## config.mk

```make
export PLATFORM = sky130hd
export DESIGN_NAME = cs_decoder
export DESIGN_NICKNAME = d
export VERILOG_FILES = /design/src/rtl/cs_pkg.sv /design/src/rtl/cs_regfile.sv /design/src/rtl/cs_match.sv /design/src/rtl/cs_drive.sv /design/src/rtl/cs_decoder.sv
export SDC_FILE = /design/constraint.sdc
export NUM_CORES = 1
export LEC_CHECK = 0
export BUFFER_PORTS_ARGS = -buffer_cell sky130_fd_sc_hd__buf_2
export CORE_MARGIN = 3
export CORE_UTILIZATION = 40
export DETAILED_ROUTE_END_ITERATION = 6
export PLACE_DENSITY = 0.68
export SLEW_MARGIN = 20
export SYNTH_ARGS = -nofsm -noshare
export SYNTH_HDL_FRONTEND = slang
export SYNTH_SLANG_ARGS = --single-unit
```

## constraint.sdc

```tcl
create_clock -name clk -period 2.85 [get_ports clk]
set_input_delay 0.57 -clock clk [delete_from_list [all_inputs] [get_ports clk]]
set_output_delay 0.57 -clock clk [all_outputs]
set_load 0.01 [all_outputs]
```

## src/rtl/cs_pkg.sv

```systemverilog
package cs_pkg;

  typedef struct packed {
    logic       io1_en;
    logic       io1_pol;
    logic       io2_en;
    logic       io2_pol;
    logic       gp_first;
    logic       prog_en;
    logic [1:0] prog_sz;
  } cs_ctrl_t;

  localparam int CTRL_W = $bits(cs_ctrl_t);

  localparam logic [1:0] RA_CTRL  = 2'd0;
  localparam logic [1:0] RA_BASE  = 2'd1;
  localparam logic [1:0] RA_GSIZE = 2'd2;

  localparam int NUM_IO = 2;

endpackage

```

## src/rtl/cs_regfile.sv

```systemverilog
module cs_regfile
  import cs_pkg::*;
#(
  parameter int DATA_W = 8,
  parameter int GA_W   = 6,
  parameter int GSZ_W  = 3
) (
  input  logic              clk,
  input  logic              rst_n,
  input  logic              mode_expanded,
  input  logic              reg_we,
  input  logic [1:0]        reg_addr,
  input  logic [DATA_W-1:0] reg_wdata,
  output logic [DATA_W-1:0] reg_rdata,
  output cs_ctrl_t          ctrl,
  output logic [GA_W-1:0]   gp_base,
  output logic [GSZ_W-1:0]  gp_size,
  output logic              gp_en
);

  localparam int BASE_PAD = DATA_W - GA_W;
  localparam int SIZE_PAD = DATA_W - GSZ_W - 1;

  cs_ctrl_t           ctrl_q;
  logic [GA_W-1:0]    base_q;
  logic [GSZ_W-1:0]   size_q;
  logic               gen_q;

  logic wr_ctrl, wr_base, wr_size;
  assign wr_ctrl = reg_we && (reg_addr == RA_CTRL);
  assign wr_base = reg_we && (reg_addr == RA_BASE);
  assign wr_size = reg_we && (reg_addr == RA_GSIZE);

  always_ff @(posedge clk) begin
    if (!rst_n) begin
      ctrl_q         <= '0;
      ctrl_q.prog_en <= mode_expanded;
      base_q         <= '0;
      size_q         <= '0;
      gen_q          <= 1'b0;
    end else begin
      if (wr_ctrl) ctrl_q <= cs_ctrl_t'(reg_wdata[CTRL_W-1:0]);
      if (wr_base) base_q <= reg_wdata[DATA_W-1 -: GA_W];
      if (wr_size) begin
        size_q <= reg_wdata[GSZ_W-1:0];
        gen_q  <= reg_wdata[GSZ_W];
      end
    end
  end

  always_comb begin
    unique case (reg_addr)
      RA_CTRL:  reg_rdata = DATA_W'(ctrl_q);
      RA_BASE:  reg_rdata = {base_q, {BASE_PAD{1'b0}}};
      RA_GSIZE: reg_rdata = {{SIZE_PAD{1'b0}}, gen_q, size_q};
      default:  reg_rdata = '0;
    endcase
  end

  assign ctrl    = ctrl_q;
  assign gp_base = base_q;
  assign gp_size = size_q;
  assign gp_en   = gen_q;

  // a write is visible in the stored state one edge later
  p_ctrl_write_r2: assert property (@(posedge clk) disable iff (!rst_n)
    wr_ctrl |=> (ctrl_q == cs_ctrl_t'($past(reg_wdata[CTRL_W-1:0]))));

  p_base_write_r2: assert property (@(posedge clk) disable iff (!rst_n)
    wr_base |=> (base_q == $past(reg_wdata[DATA_W-1 -: GA_W])));

  p_hold_r2: assert property (@(posedge clk) disable iff (!rst_n)
    !reg_we |=> $stable(ctrl_q) && $stable(base_q) && $stable(size_q));

endmodule

```

## src/rtl/cs_match.sv

```systemverilog
module cs_match
  import cs_pkg::*;
#(
  parameter int              ADDR_W    = 16,
  parameter int              GRAN_LOG2 = 10,
  parameter int              GSZ_W     = 3,
  parameter logic [ADDR_W-1:0] IO1_BASE = 16'h1000,
  parameter logic [ADDR_W-1:0] IO2_BASE = 16'h1400
) (
  input  logic                      clk,
  input  logic                      rst_n,
  input  logic [ADDR_W-1:0]         addr,
  input  logic [1:0]                prog_sz,
  input  logic [ADDR_W-GRAN_LOG2-1:0] gp_base,
  input  logic [GSZ_W-1:0]          gp_size,
  output logic                      prog_hit,
  output logic                      gp_hit,
  output logic [NUM_IO-1:0]         io_hit
);

  localparam int GA_W     = ADDR_W - GRAN_LOG2;
  localparam int MAX_CODE = GA_W;

  // Window at the top of memory: the top n address bits must all be one.
  function automatic logic top_window(input logic [ADDR_W-1:0] a,
                                      input logic [1:0] n);
    logic ok;
    ok = 1'b1;
    for (int i = 0; i < ADDR_W; i++) begin
      if (i >= ADDR_W - int'(n)) ok = ok & a[i];
    end
    return ok;
  endfunction

  // Low compare bit for a size code, clamped so the window never exceeds memory.
  function automatic int low_bit(input logic [GSZ_W-1:0] code);
    int c;
    c = int'(code);
    if (c > MAX_CODE) c = MAX_CODE;
    return GRAN_LOG2 + c;
  endfunction

  function automatic logic masked_eq(input logic [ADDR_W-1:0] a,
                                     input logic [ADDR_W-1:0] b,
                                     input int lo);
    logic ok;
    ok = 1'b1;
    for (int i = 0; i < ADDR_W; i++) begin
      if (i >= lo) ok = ok & (a[i] == b[i]);
    end
    return ok;
  endfunction

  logic [ADDR_W-1:0] gp_start;
  assign gp_start = {gp_base, {GRAN_LOG2{1'b0}}};

  assign prog_hit = top_window(addr, prog_sz);
  assign gp_hit   = masked_eq(addr, gp_start, low_bit(gp_size));

  for (genvar g = 0; g < NUM_IO; g++) begin : g_io
    localparam logic [ADDR_W-1:0] WBASE = (g == 0) ? IO1_BASE : IO2_BASE;
    assign io_hit[g] = masked_eq(addr, WBASE, GRAN_LOG2);
  end

  // the smallest program window lies in the top eighth of memory
  p_prog_top_r3: assert property (@(posedge clk) disable iff (!rst_n)
    (prog_hit && prog_sz == 2'b11) |-> (&addr[ADDR_W-1 -: 3]));

  // the smallest general window matches the full base field
  p_gp_base_r4: assert property (@(posedge clk) disable iff (!rst_n)
    (gp_hit && gp_size == '0) |-> (addr[ADDR_W-1:GRAN_LOG2] == gp_base));

endmodule

```

## src/rtl/cs_drive.sv

```systemverilog
module cs_drive
  import cs_pkg::*;
(
  input  logic              clk,
  input  logic              rst_n,
  input  logic              bus_valid,
  input  cs_ctrl_t          ctrl,
  input  logic              gp_en,
  input  logic              prog_hit,
  input  logic              gp_hit,
  input  logic [NUM_IO-1:0] io_hit,
  output logic              cs_prog,
  output logic              cs_gp,
  output logic [NUM_IO-1:0] io_pin,
  output logic [NUM_IO-1:0] io_own,
  output logic              prog_own,
  output logic              gp_own
);

  logic              prog_req, gp_req, both_req;
  logic              prog_grant, gp_grant;
  logic [NUM_IO-1:0] io_en, io_pol, io_act;

  assign prog_req   = bus_valid && ctrl.prog_en && prog_hit;
  assign gp_req     = bus_valid && gp_en && gp_hit;
  assign both_req   = prog_req && gp_req;
  assign prog_grant = prog_req && !(both_req && ctrl.gp_first);
  assign gp_grant   = gp_req && !(both_req && !ctrl.gp_first);

  assign io_en  = {ctrl.io2_en, ctrl.io1_en};
  assign io_pol = {ctrl.io2_pol, ctrl.io1_pol};

  for (genvar g = 0; g < NUM_IO; g++) begin : g_pin
    assign io_act[g] = bus_valid && io_en[g] && io_hit[g];
    assign io_pin[g] = io_en[g] ? (io_act[g] ? io_pol[g] : !io_pol[g]) : 1'b0;
    assign io_own[g] = io_en[g];
  end

  assign cs_prog  = prog_grant;
  assign cs_gp    = gp_grant;
  assign prog_own = ctrl.prog_en;
  assign gp_own   = gp_en;

  // overlap never fires both memory selects
  p_one_winner_r5: assert property (@(posedge clk) disable iff (!rst_n)
    !(cs_prog && cs_gp));

  p_priority_r5: assert property (@(posedge clk) disable iff (!rst_n)
    (both_req && ctrl.gp_first) |-> (cs_gp && !cs_prog));

  // no activity without the strobe
  p_idle_r8: assert property (@(posedge clk) disable iff (!rst_n)
    !bus_valid |-> (!cs_prog && !cs_gp && io_act == '0));

  // disabled I/O selects release their pins
  p_released_r7: assert property (@(posedge clk) disable iff (!rst_n)
    !ctrl.io1_en |-> (!io_pin[0] && !io_own[0]));

  // an idle enabled I/O pin sits at the inverse of its polarity
  p_pol_r6: assert property (@(posedge clk) disable iff (!rst_n)
    (io_own[1] && !io_act[1]) |-> (io_pin[1] == !ctrl.io2_pol));

  // a disabled memory select never fires
  p_gated_r9: assert property (@(posedge clk) disable iff (!rst_n)
    (!prog_own |-> !cs_prog) and (!gp_own |-> !cs_gp));

endmodule

```

## src/rtl/cs_decoder.sv

```systemverilog
module cs_decoder
  import cs_pkg::*;
#(
  parameter int                ADDR_W    = 16,
  parameter int                DATA_W    = 8,
  parameter int                GRAN_LOG2 = 10,
  parameter int                GSZ_W     = 3,
  parameter logic [ADDR_W-1:0] IO1_BASE  = 16'h1000,
  parameter logic [ADDR_W-1:0] IO2_BASE  = 16'h1400
) (
  input  logic              clk,
  input  logic              rst_n,
  input  logic              mode_expanded,
  input  logic              reg_we,
  input  logic [1:0]        reg_addr,
  input  logic [DATA_W-1:0] reg_wdata,
  output logic [DATA_W-1:0] reg_rdata,
  input  logic [ADDR_W-1:0] bus_addr,
  input  logic              bus_valid,
  output logic              cs_prog,
  output logic              cs_gp,
  output logic              cs_io1,
  output logic              cs_io2,
  output logic              prog_pin_own,
  output logic              gp_pin_own,
  output logic              io1_pin_own,
  output logic              io2_pin_own
);

  localparam int GA_W = ADDR_W - GRAN_LOG2;

  cs_ctrl_t          ctrl;
  logic [GA_W-1:0]   gp_base;
  logic [GSZ_W-1:0]  gp_size;
  logic              gp_en;
  logic              prog_hit, gp_hit;
  logic [NUM_IO-1:0] io_hit, io_pin, io_own;

  cs_regfile #(
    .DATA_W (DATA_W),
    .GA_W   (GA_W),
    .GSZ_W  (GSZ_W)
  ) u_regs (
    .clk           (clk),
    .rst_n         (rst_n),
    .mode_expanded (mode_expanded),
    .reg_we        (reg_we),
    .reg_addr      (reg_addr),
    .reg_wdata     (reg_wdata),
    .reg_rdata     (reg_rdata),
    .ctrl          (ctrl),
    .gp_base       (gp_base),
    .gp_size       (gp_size),
    .gp_en         (gp_en)
  );

  cs_match #(
    .ADDR_W    (ADDR_W),
    .GRAN_LOG2 (GRAN_LOG2),
    .GSZ_W     (GSZ_W),
    .IO1_BASE  (IO1_BASE),
    .IO2_BASE  (IO2_BASE)
  ) u_match (
    .clk      (clk),
    .rst_n    (rst_n),
    .addr     (bus_addr),
    .prog_sz  (ctrl.prog_sz),
    .gp_base  (gp_base),
    .gp_size  (gp_size),
    .prog_hit (prog_hit),
    .gp_hit   (gp_hit),
    .io_hit   (io_hit)
  );

  cs_drive u_drive (
    .clk        (clk),
    .rst_n      (rst_n),
    .bus_valid  (bus_valid),
    .ctrl       (ctrl),
    .gp_en      (gp_en),
    .prog_hit   (prog_hit),
    .gp_hit     (gp_hit),
    .io_hit     (io_hit),
    .cs_prog    (cs_prog),
    .cs_gp      (cs_gp),
    .io_pin     (io_pin),
    .io_own     (io_own),
    .prog_own   (prog_pin_own),
    .gp_own     (gp_pin_own)
  );

  assign cs_io1      = io_pin[0];
  assign cs_io2      = io_pin[1];
  assign io1_pin_own = io_own[0];
  assign io2_pin_own = io_own[1];

endmodule

```

Yosys cells after proc, flatten, opt, wreduce, memory -nomap -nowiden
Index checks and enable logic that the tools add are counted.
{ "classes": {"addsub": 2, "order_cmp": 33, "eq_ne": 9, "muxes": 40, "bitwise": 55, "n_reduce_logical": 22} }
{ "op_table": {"columns": ["operator", "n"], "rows": [
  ["$ge 5x32->1 const A", 8],
  ["$ge 4x32->1 const A", 4],
  ["$ge 3x32->1 const A", 2],
  ["$ge 5x6->1 const A", 8],
  ["$and 1x1->1", 40],
  ["$mux 1", 36],
  ["$ge 1x32->1 const A", 1],
  ["$ge 2x32->1 const A", 1],
  ["$ge 4x6->1 const A", 4],
  ["$pmux 8 s3", 1],
  ["$logic_and 1x1->1", 16],
  ["$not 1->1", 15],
  ["$ge 3x6->1 const A", 2],
  ["$mux 3", 3],
  ["$eq 1x1->1", 6],
  ["$ge 1x6->1 const A", 1],
  ["$ge 2x6->1 const A", 1],
  ["$sub 5x2->6 const A", 1],
  ["$add 4x3->5 const A", 1],
  ["$logic_not 1->1", 5],
  ["$gt 3x3->1 const B", 1],
  ["$eq 2x1->1 const B", 1],
  ["$eq 2x2->1 const B", 1],
  ["$logic_not 2->1", 1],
  ["$ne 2x1->1 const B", 1]
]} }
{ "totals": {"ff_bits": 18, "inputBits": 31, "out_inout_bits": 16, "wordCells": 171} }

Logic depth before layout (Yosys ltp)
Gate-level depths: netlist (run 1).
{ "depth": {"depth_word": 40, "mapped_depth": 7, "depth_no_buf": 7} }

By module
Synthesis (run 1) repeated with hierarchy kept, for this count alone.
{ "unflattened": {"cells_unflattened": 141, "hier_area_um2": 1207.4} }
{ "by_module_without_submodules": {"columns": ["mod", "n_inst", "cells_each", "area_each_um2", "seq_area_each_um2"], "rows": [
  ["cs_regfile", 1, 90, 848.3, 370.4],
  ["cs_match", 1, 36, 265.3, 0.0],
  ["cs_drive", 1, 15, 93.8, 0.0]
]} }

Least setup slack after synthesis (run 1)
No wires, ideal clock.
{ "synth_path": {"path_type": "reg-to-output", "start": "register u_regs.size_q[1], in the netlist u_regs.gp_size[1]", "end": "output cs_prog", "t_arrival_ns": 1.579, "t_required_ns": 2.280, "slack_ns": 0.701, "stages_incl_launch_ff": 8, "path_buffers": 0, "cell_sequence": "dfxtp_1 -> inv_2 -> ha_1 -> inv_1 -> o31ai_1 -> a221oi_1 -> a31o_2 -> a31oi_1"} }
{ "synth_between": {"elab_chain_len": 40, "word_cells_on_any_way": 55, "classes_between": "1 x add/sub; 17 x order compare; 17 x mux; 15 x bitwise; 5 x reduce/logical"} }
{ "synth_lines": {"columns": ["element", "line", "text"], "rows": [
  ["start, declared", "cs_regfile.sv:26", "logic [GSZ_W-1:0] size_q;"],
  ["start signal, assigned", "cs_regfile.sv:45", "size_q <= reg_wdata[GSZ_W-1:0];"],
  ["$gt 3x3->1", "cs_match.sv:39", "if (c > MAX_CODE) c = MAX_CODE;"],
  ["$mux 3 (*)", "cs_match.sv:39", null],
  ["$add 4x3->5 (*)", "cs_match.sv:40", "return GRAN_LOG2 + c;"],
  ["$ge 1x32->1", "cs_match.sv:49", "if (i >= lo) ok = ok & (a[i] == b[i]);"],
  ["$mux 1", "cs_match.sv:49", null],
  ["$and 1x1->1", "cs_match.sv:49", null],
  ["$mux 1", "cs_match.sv:49", null],
  ["$and 1x1->1", "cs_match.sv:49", null],
  ["[... 24 more ...]", null, null],
  ["$mux 1", "cs_match.sv:49", null],
  ["$and 1x1->1", "cs_match.sv:49", null],
  ["$mux 1 (*)", "cs_match.sv:49", null],
  ["$logic_and 1x1->1 (*)", "cs_drive.sv:25", "assign gp_req = bus_valid && gp_en && gp_hit;"],
  ["$logic_and 1x1->1 (*)", "cs_drive.sv:26", "assign both_req = prog_req && gp_req;"],
  ["$logic_and 1x1->1 (*)", "cs_drive.sv:27", "assign prog_grant = prog_req && !(both_req && ctrl.gp_first);"],
  ["$logic_not 1->1 (*)", "cs_drive.sv:27", null],
  ["$logic_and 1x1->1 (*)", "cs_drive.sv:27", null],
  ["end, declared", "cs_decoder.sv:20", "output logic cs_prog,"]
]} }
Mark *: on every way between the ends. The rest lies on a longest branch, timed or not.

Worst setup path after layout (run 1)
Ends and elaborated chain as after synthesis.

==> impl_metrics.prom, run 1 <==
# TYPE chip_impl_metric gauge
chip_impl_info{name="leading_cell_type_in_the_layout_fill_and_taps_excluded",value="buf_2"} 1
chip_impl_metric{name="first_global_vias",unit=""} 1054
chip_impl_info{name="root_buffer",value="clkbuf_4"} 1
chip_impl_metric{name="routed-via-count",unit=""} 1090
chip_impl_metric{name="floorplan.die.width",unit="microns"} 60.5
chip_impl_metric{name="antenna_cells_inserted",unit=""} 0
chip_impl_metric{name="clockBufferDepth",unit=""} 2
chip_impl_metric{name="grt_antenna_before_repair",unit=""} 0
chip_impl_metric{name="largest_net_degree_at_the_start_of_global_routing",unit=""} 21
chip_impl_metric{name="start_util",unit="%"} 42.4
chip_impl_metric{name="layout.cell_area.non_filler",unit="sq um"} 1450
chip_impl_metric{name="multi_input_area",unit="sq um"} 764
chip_impl_metric{name="floorplan.die_area",unit="sq um"} 3660
chip_impl_metric{name="worst_pin_slew",unit="ns"} 0.407
chip_impl_metric{name="rows",unit=""} 19
chip_impl_metric{name="drv.max_cap_violation_count",unit=""} 0
chip_impl_info{name="tritoncts",value="built"} 1
chip_impl_metric{name="final_period_minus_worst_setup_slack",unit="ns"} 2.67
chip_impl_info{name="path_class",value="register to output pin"} 1
chip_impl_metric{name="area_growth",unit="%"} 21.9
chip_impl_metric{name="report.power.total",unit="mW"} 0.511
chip_impl_metric{name="final_net_count",unit=""} 212
chip_impl_metric{name="cts_sinks",unit=""} 18
chip_impl_metric{name="final_critical_path_share_of_the_clock_period",unit="%"} 93.6
chip_impl_metric{name="post_syn_instances",unit=""} 134
chip_impl_metric{name="cts-hold-fix-buffers",unit=""} 0
chip_impl_metric{name="core_area",unit="sq um"} 2810
chip_impl_metric{name="synth.net_count",unit=""} 169
chip_impl_metric{name="power.clock.fraction",unit="%"} 26.0
chip_impl_metric{name="clock-skew-final",unit="ns"} 0
chip_impl_metric{name="gp_congestion",unit=""} 0.862
chip_impl_metric{name="synth.lib_cells_used.distinct",unit=""} 36
chip_impl_metric{name="gr_ovfl_total",unit=""} 0
chip_impl_metric{name="fillcell_total",unit=""} 275
chip_impl_metric{name="fraction_of_layout_cells_with_a_size_suffix_above_1",unit="%"} 30.7
chip_impl_metric{name="cts.reportedPaths.clkPinSlew",unit="ns"} 0.11
chip_impl_metric{name="drt_iter0_drc",unit=""} 52
chip_impl_metric{name="sequentialPowerShare",unit="%"} 53.7
chip_impl_metric{name="crit_path_max_fanout",unit=""} 7
chip_impl_metric{name="post_detailed_placement_cell_area",unit="sq um"} 1420
chip_impl_metric{name="place_hpwl",unit="microns"} 2320
chip_impl_info{name="layout.cells.most_common_list",value="buf_2, mux2i_1, dfxtp_1"} 1
chip_impl_metric{name="switching_fraction",unit="%"} 28.0
chip_impl_info{name="critical_path.endpoint_type",value="output pin"} 1
chip_impl_metric{name="power.switching",unit="mW"} 0.143
chip_impl_metric{name="r2r_setup_slack",unit="ns"} 2.10
chip_impl_metric{name="dieHeight",unit="microns"} 60.5
chip_impl_metric{name="mappedNetlistArea",unit="sq um"} 1190
chip_impl_metric{name="final-hold-violation-count",unit=""} 0
chip_impl_metric{name="dr.pass1.iters",unit=""} 4
chip_impl_info{name="crit_reg_reg_endpoint",value="u_regs.gp_size[0]$_SDFFE_PN0P_"} 1
chip_impl_metric{name="pwr-share-comb",unit="%"} 20.3
chip_impl_metric{name="clk_latency",unit="ns"} 0.29
chip_impl_metric{name="power.ir.vdd_worst",unit="mV"} 0.252
chip_impl_metric{name="io-pin-count",unit=""} 47
chip_impl_metric{name="post-cts-setup-buffer-count",unit=""} 0
chip_impl_metric{name="worst-endpoint-arrival",unit="ns"} 2.10
chip_impl_metric{name="post_synth.cell_area_avg",unit="sq um"} 8.87
chip_impl_metric{name="setup_total_negative_slack",unit="ns"} 0
chip_impl_info{name="grt_setup_unrepaired",value="false"} 1
chip_impl_metric{name="grt_util_all_layers",unit="%"} 16.7
chip_impl_metric{name="worst_r2r_path_depth",unit=""} 2
chip_impl_metric{name="wl_per_cell",unit="microns"} 13.9
chip_impl_info{name="critPathLaunchType",value="register"} 1
chip_impl_metric{name="area.sequential",unit="sq um"} 370
chip_impl_metric{name="detail-route-antenna-nets",unit=""} 0
chip_impl_metric{name="fmax",unit="MHz"} 375
chip_impl_metric{name="cts_max_level",unit=""} 1
chip_impl_metric{name="cts_repair_resize_count",unit=""} 0
chip_impl_metric{name="buffer_ports.inserted",unit=""} 43
chip_impl_metric{name="drc_errors",unit=""} 0
chip_impl_metric{name="internal-power",unit="mW"} 0.368
chip_impl_metric{name="synth_seq_cells",unit=""} 18
chip_impl_metric{name="critical_path_required",unit="ns"} 2.28
chip_impl_info{name="run_status",value="completed"} 1
chip_impl_metric{name="min_delay_path_depth",unit=""} 2
chip_impl_metric{name="max-slew-margin-rel",unit="%"} 72.8
chip_impl_metric{name="synth.yosys.seq_area_share",unit="%"} 31.2
chip_impl_metric{name="vias_per_cell",unit=""} 5.27
chip_impl_metric{name="synth-warning-count",unit=""} 0
chip_impl_info{name="r2r_start",value="u_regs.gp_size[0]$_SDFFE_PN0P_"} 1
chip_impl_metric{name="detail_route.wirelength",unit="microns"} 2870
chip_impl_metric{name="cts_made_buffers",unit=""} 3
chip_impl_metric{name="power.density",unit="nW/um^2"} 353
chip_impl_info{name="holdCritStartpoint",value="u_regs.gp_base[4]$_SDFFE_PN0P_"} 1
chip_impl_metric{name="setup-violations-final",unit=""} 0
chip_impl_info{name="min_path_type",value="register to register"} 1
chip_impl_info{name="min_to",value="u_regs.gp_base[4]$_SDFFE_PN0P_"} 1
chip_impl_metric{name="grt_pass1_wl",unit="microns"} 4590
chip_impl_metric{name="timing_max_transition_violations_final",unit=""} 0
chip_impl_metric{name="p_leak",unit="nW"} 0.671
registers in the layout, indices dropped and copies added, names as in the netlist:
name	cells
u_regs.ctrl	8
u_regs.gp_base	6
u_regs.gp_en	1
u_regs.gp_size	3
layer usage:
layer	vias up	wire length, microns	GRT usage [%]	part of all wire [%]
met4	0	53	7.43	1.8
met1	496	1320	21.0	46
met5	-	0	0	0
li1	559	-	-	-
met2	29	1370	28.5	48
met3	6	134	1.91	4.7
worst max-delay path: stages (launching register included):
cell and delay (ns):
dfxtp_1 0.48, inv_2 0.10, ha_1 0.28, inv_1 0.05, o31ai_1 0.20, a221oi_1 0.12
a31o_2 0.27, a31oi_1 0.16, buf_2 0.15
final cells by class:
type,instances,area share [%]
clock buffer,4,1.81
tap,31,2.68
multi-input combinational,104,52.8
sequential,18,25.6
timing repair buffer,45,15.9
inverter,5,1.30
stage by stage:
| stage | utilization (%) | setup slack, ns | cells | hold slack, ns |
|---|---|---|---|---|
| detailed placement | 50.7 | 0.509 | 203 | 0.504 |
| finish | 51.7 | 0.184 | 207 | 0.514 |
| global route | 51.7 | 0.0376 | 207 | 0.534 |
| CTS | 51.7 | 0.170 | 207 | 0.517 |
| floorplan | - | 0.701 | 134 | 0.468 |
| global placement | 50.7 | 0.552 | 203 | 0.491 |
power by group through the flow:
stage	clock (mW)	sequential [mW]	combinational [mW]
2_1_floorplan	0	0.278	0.0613
3_3_place_gp	0	0.280	0.101
3_5_place_dp	0	0.280	0.104
4_1_cts	0.136	0.274	0.105
5_1_grt	0.149	0.276	0.115
6_report	0.133	0.275	0.104
logic make-up after synthesis:
family | Yosys count | share of synthesized area [%]
simple gates | 52 | 25.8
compound gates | 22 | 13.3
mux | 18 | 15.2
flops | 18 | 31.2
buf+inv | 12 | 4.53
xor+xnor | 8 | 5.89
fa+ha+maj | 4 | 4.21
synthesized netlist by cell type, drive strengths merged:
cell type | number | area [sq um]
mux2i | 18 | 180
inv | 5 | 18.8
a21boi | 6 | 45.0
xor2 | 6 | 52.6
a221o | 1 | 10.0
nor3b | 1 | 12.5
nand3b | 1 | 7.51
a31o | 1 | 8.76
o211a | 1 | 10.0
nor4b | 1 | 15.0
a32oi | 1 | 8.76
o21ai | 5 | 25.0
o211ai | 1 | 7.51
o31ai | 1 | 7.51
dfxtp | 17 | 340
nor2b | 12 | 75.1
xnor2 | 2 | 17.5
nor2 | 7 | 26.3
ha | 4 | 50.1
clkbuf | 2 | 7.51
and2 | 2 | 12.5
nand2b | 1 | 6.26
nand4bb | 1 | 27.5
a21oi | 2 | 10.0
nand2 | 15 | 56.3
buf | 5 | 27.5
a221oi | 1 | 8.76
o311a | 1 | 10.0
and2b | 1 | 7.51
edfxtp | 1 | 30.0
a31oi | 1 | 6.26
nand3 | 7 | 35.0
nor4 | 3 | 25.0
worst max path at each step:
stage | to | startpoint | slack [ns] | cells past startpoint
after floorplan | cs_prog | u_regs.gp_size[1]$_SDFFE_PN0P_ | 0.70 | 7
after global placement | cs_prog | u_regs.gp_size[1]$_SDFFE_PN0P_ | 0.55 | 8
after detailed placement | cs_prog | u_regs.gp_size[1]$_SDFFE_PN0P_ | 0.51 | 8
after CTS | cs_prog | u_regs.gp_size[1]$_SDFFE_PN0P_ | 0.17 | 8
after global routing | cs_prog | u_regs.gp_size[1]$_SDFFE_PN0P_ | 0.04 | 8
final | cs_prog | u_regs.gp_size[1]$_SDFFE_PN0P_ | 0.18 | 8
(Power assumes the default switching activity.)
==> run 2: changes to the inputs <==
--- a/config.mk
+++ b/config.mk
@@ -10,6 +10,7 @@
 export CORE_UTILIZATION = 40
 export DETAILED_ROUTE_END_ITERATION = 6
 export PLACE_DENSITY = 0.68
+export RECOVER_POWER = 50
 export SLEW_MARGIN = 20
 export SYNTH_ARGS = -nofsm -noshare
 export SYNTH_HDL_FRONTEND = slang
==> impl_metrics.prom, run 2 (synthesized netlist as in run 1, its figures left out) <==
# TYPE chip_impl_metric gauge
chip_impl_info{name="run_status",value="completed"} 1
chip_impl_metric{name="rows",unit=""} 19
chip_impl_info{name="critPathLaunchType",value="register"} 1
chip_impl_metric{name="antenna_cells_inserted",unit=""} 0
chip_impl_metric{name="clockBufferDepth",unit=""} 2
chip_impl_metric{name="worst_r2r_path_depth",unit=""} 2
chip_impl_metric{name="power.ir.vdd_worst",unit="mV"} 0.250
chip_impl_metric{name="floorplan.die_area",unit="sq um"} 3660
chip_impl_metric{name="cts-hold-fix-buffers",unit=""} 0
chip_impl_metric{name="clk_latency",unit="ns"} 0.29
chip_impl_metric{name="post_detailed_placement_cell_area",unit="sq um"} 1420
chip_impl_metric{name="grt_pass1_wl",unit="microns"} 4590
chip_impl_metric{name="final_critical_path_share_of_the_clock_period",unit="%"} 94.2
chip_impl_metric{name="grt_util_all_layers",unit="%"} 16.7
chip_impl_metric{name="largest_register_ffs",unit=""} 8
chip_impl_info{name="path_class",value="register to output pin"} 1
chip_impl_metric{name="worst_pin_slew",unit="ns"} 0.724
chip_impl_info{name="min_path_type",value="register to register"} 1
chip_impl_metric{name="fmax",unit="MHz"} 372
chip_impl_metric{name="post_route_non_filler_standard_cell_count",unit=""} 207
chip_impl_info{name="min_to",value="u_regs.gp_base[4]$_SDFFE_PN0P_"} 1
chip_impl_metric{name="wl_per_cell",unit="microns"} 13.9
chip_impl_info{name="grt_setup_unrepaired",value="false"} 1
chip_impl_metric{name="fillcell_total",unit=""} 276
chip_impl_metric{name="routed-via-count",unit=""} 1102
chip_impl_info{name="holdCritStartpoint",value="u_regs.gp_base[4]$_SDFFE_PN0P_"} 1
chip_impl_metric{name="setup_total_negative_slack",unit="ns"} 0
chip_impl_metric{name="vias_per_cell",unit=""} 5.32
chip_impl_metric{name="clock-skew-final",unit="ns"} 0
chip_impl_metric{name="drc_errors",unit=""} 0
chip_impl_metric{name="dr.pass1.iters",unit=""} 4
chip_impl_info{name="critical_path.endpoint_type",value="output pin"} 1
chip_impl_metric{name="cts_made_buffers",unit=""} 3
chip_impl_metric{name="report.power.total",unit="mW"} 0.510
chip_impl_metric{name="crit_path_max_fanout",unit=""} 7
chip_impl_info{name="critical_path_slowest_stage_cell",value="dfxtp_1"} 1
chip_impl_metric{name="place_hpwl",unit="microns"} 2320
chip_impl_metric{name="detail_route.wirelength",unit="microns"} 2890
chip_impl_metric{name="critical_path_required",unit="ns"} 2.28
chip_impl_metric{name="final-hold-violation-count",unit=""} 0
chip_impl_metric{name="p_leak",unit="nW"} 0.643
chip_impl_metric{name="preCtsSetupSlack",unit="ns"} 0.509
chip_impl_metric{name="max-slew-margin-rel",unit="%"} 51.6
chip_impl_info{name="leading_cell_type_in_the_layout_fill_and_taps_excluded",value="buf_2"} 1
chip_impl_metric{name="cts_repair_resize_count",unit=""} 0
chip_impl_info{name="layout.cells.most_common_list",value="buf_2, mux2i_1, dfxtp_1"} 1
chip_impl_metric{name="worst-endpoint-arrival",unit="ns"} 2.12
chip_impl_metric{name="post-cts-setup-buffer-count",unit=""} 0
chip_impl_metric{name="start_util",unit="%"} 42.4
chip_impl_metric{name="gp_congestion",unit=""} 0.862
chip_impl_metric{name="timing_max_transition_violations_final",unit=""} 0
chip_impl_info{name="tritoncts",value="built"} 1
chip_impl_metric{name="cts.reportedPaths.clkPinSlew",unit="ns"} 0.11
chip_impl_metric{name="drt_iter0_drc",unit=""} 62
chip_impl_metric{name="largest_net_degree_at_the_start_of_global_routing",unit=""} 21
chip_impl_metric{name="cp_slowest_stage_delay",unit="ns"} 0.48
chip_impl_metric{name="dpl.cell_count",unit=""} 203
chip_impl_metric{name="drv.max_cap_violation_count",unit=""} 0
chip_impl_metric{name="min_delay_path_depth",unit=""} 2
chip_impl_metric{name="setup-violations-final",unit=""} 0
chip_impl_metric{name="dieHeight",unit="microns"} 60.5
chip_impl_metric{name="r2r_setup_slack",unit="ns"} 2.10
chip_impl_info{name="r2r_start",value="u_regs.gp_size[0]$_SDFFE_PN0P_"} 1
chip_impl_metric{name="detail-route-antenna-nets",unit=""} 0
chip_impl_metric{name="floorplan.die.width",unit="microns"} 60.5
chip_impl_metric{name="final_net_count",unit=""} 212
chip_impl_info{name="crit_reg_reg_endpoint",value="u_regs.gp_size[0]$_SDFFE_PN0P_"} 1
chip_impl_info{name="worstPathCellList",value="inv_2, ha_1, inv_1, o31ai_1, a221oi_1, a31o_2, a31oi_1, buf_2"} 1
chip_impl_metric{name="final_period_minus_worst_setup_slack",unit="ns"} 2.69
chip_impl_metric{name="core_area",unit="sq um"} 2810
chip_impl_metric{name="utilization_after_layout",unit="%"} 51.0
chip_impl_metric{name="power.density",unit="nW/um^2"} 357
chip_impl_metric{name="hold-worst-slack",unit="ns"} 0.512
chip_impl_metric{name="area_growth",unit="%"} 20.3
chip_impl_metric{name="io-pin-count",unit=""} 47
chip_impl_metric{name="layout.cell_area.non_filler",unit="sq um"} 1430
chip_impl_metric{name="cts_max_level",unit=""} 1
chip_impl_metric{name="setup_ws",unit="ns"} 0.164
chip_impl_metric{name="grt_antenna_before_repair",unit=""} 0
chip_impl_metric{name="fraction_of_layout_cells_with_a_size_suffix_above_1",unit="%"} 26.1
chip_impl_metric{name="cts_sinks",unit=""} 18
chip_impl_metric{name="buffer_ports.inserted",unit=""} 43
chip_impl_metric{name="first_global_vias",unit=""} 1054
chip_impl_info{name="root_buffer",value="clkbuf_4"} 1
chip_impl_metric{name="gr_ovfl_total",unit=""} 0
[run 2: final cells by class]
type | count | area [sq um] | area share [%]
Multi-Input combinational cell | 104 | 759 | 53.1
Tap cell | 31 | 38.8 | 2.71
Timing Repair Buffer | 45 | 216 | 15.1
Inverter | 5 | 18.8 | 1.31
Sequential cell | 18 | 370 | 25.9
Clock buffer | 4 | 26.3 | 1.84
[run 2: worst max path at each step]
stage | slack (ns) | from | end
CTS | 0.17 | u_regs.gp_size[1]$_SDFFE_PN0P_ | cs_prog
floorplan | 0.70 | u_regs.gp_size[1]$_SDFFE_PN0P_ | cs_prog
finish | 0.16 | u_regs.gp_size[1]$_SDFFE_PN0P_ | cs_prog
global route | 0.04 | u_regs.gp_size[1]$_SDFFE_PN0P_ | cs_prog
detailed placement | 0.51 | u_regs.gp_size[1]$_SDFFE_PN0P_ | cs_prog
global placement | 0.55 | u_regs.gp_size[1]$_SDFFE_PN0P_ | cs_prog
[run 2: report_power, final]
part           total [mW]  leakage, nW  internal [mW]  switching (mW)
clock               0.134       0.0150         0.0544          0.0798
combinational       0.102        0.480         0.0483          0.0534
sequential          0.274        0.148          0.264          0.0109
[run 2: worst max-delay path: cells and delay by family, from the launching register on]
kind | cells | cell delay (ns)
AO/OA/AOI/OAI | 4 | 0.75
adder cells (fa/ha/maj) | 1 | 0.28
buffers and inverters | 3 | 0.30
flip-flops | 1 | 0.48
[run 2: metal layers]
layer	wire length, microns	global-route usage (%)
met2	1400	28.5
met3	120	1.91
met1	1310	21.0
met4	51	7.43
met5	0	0
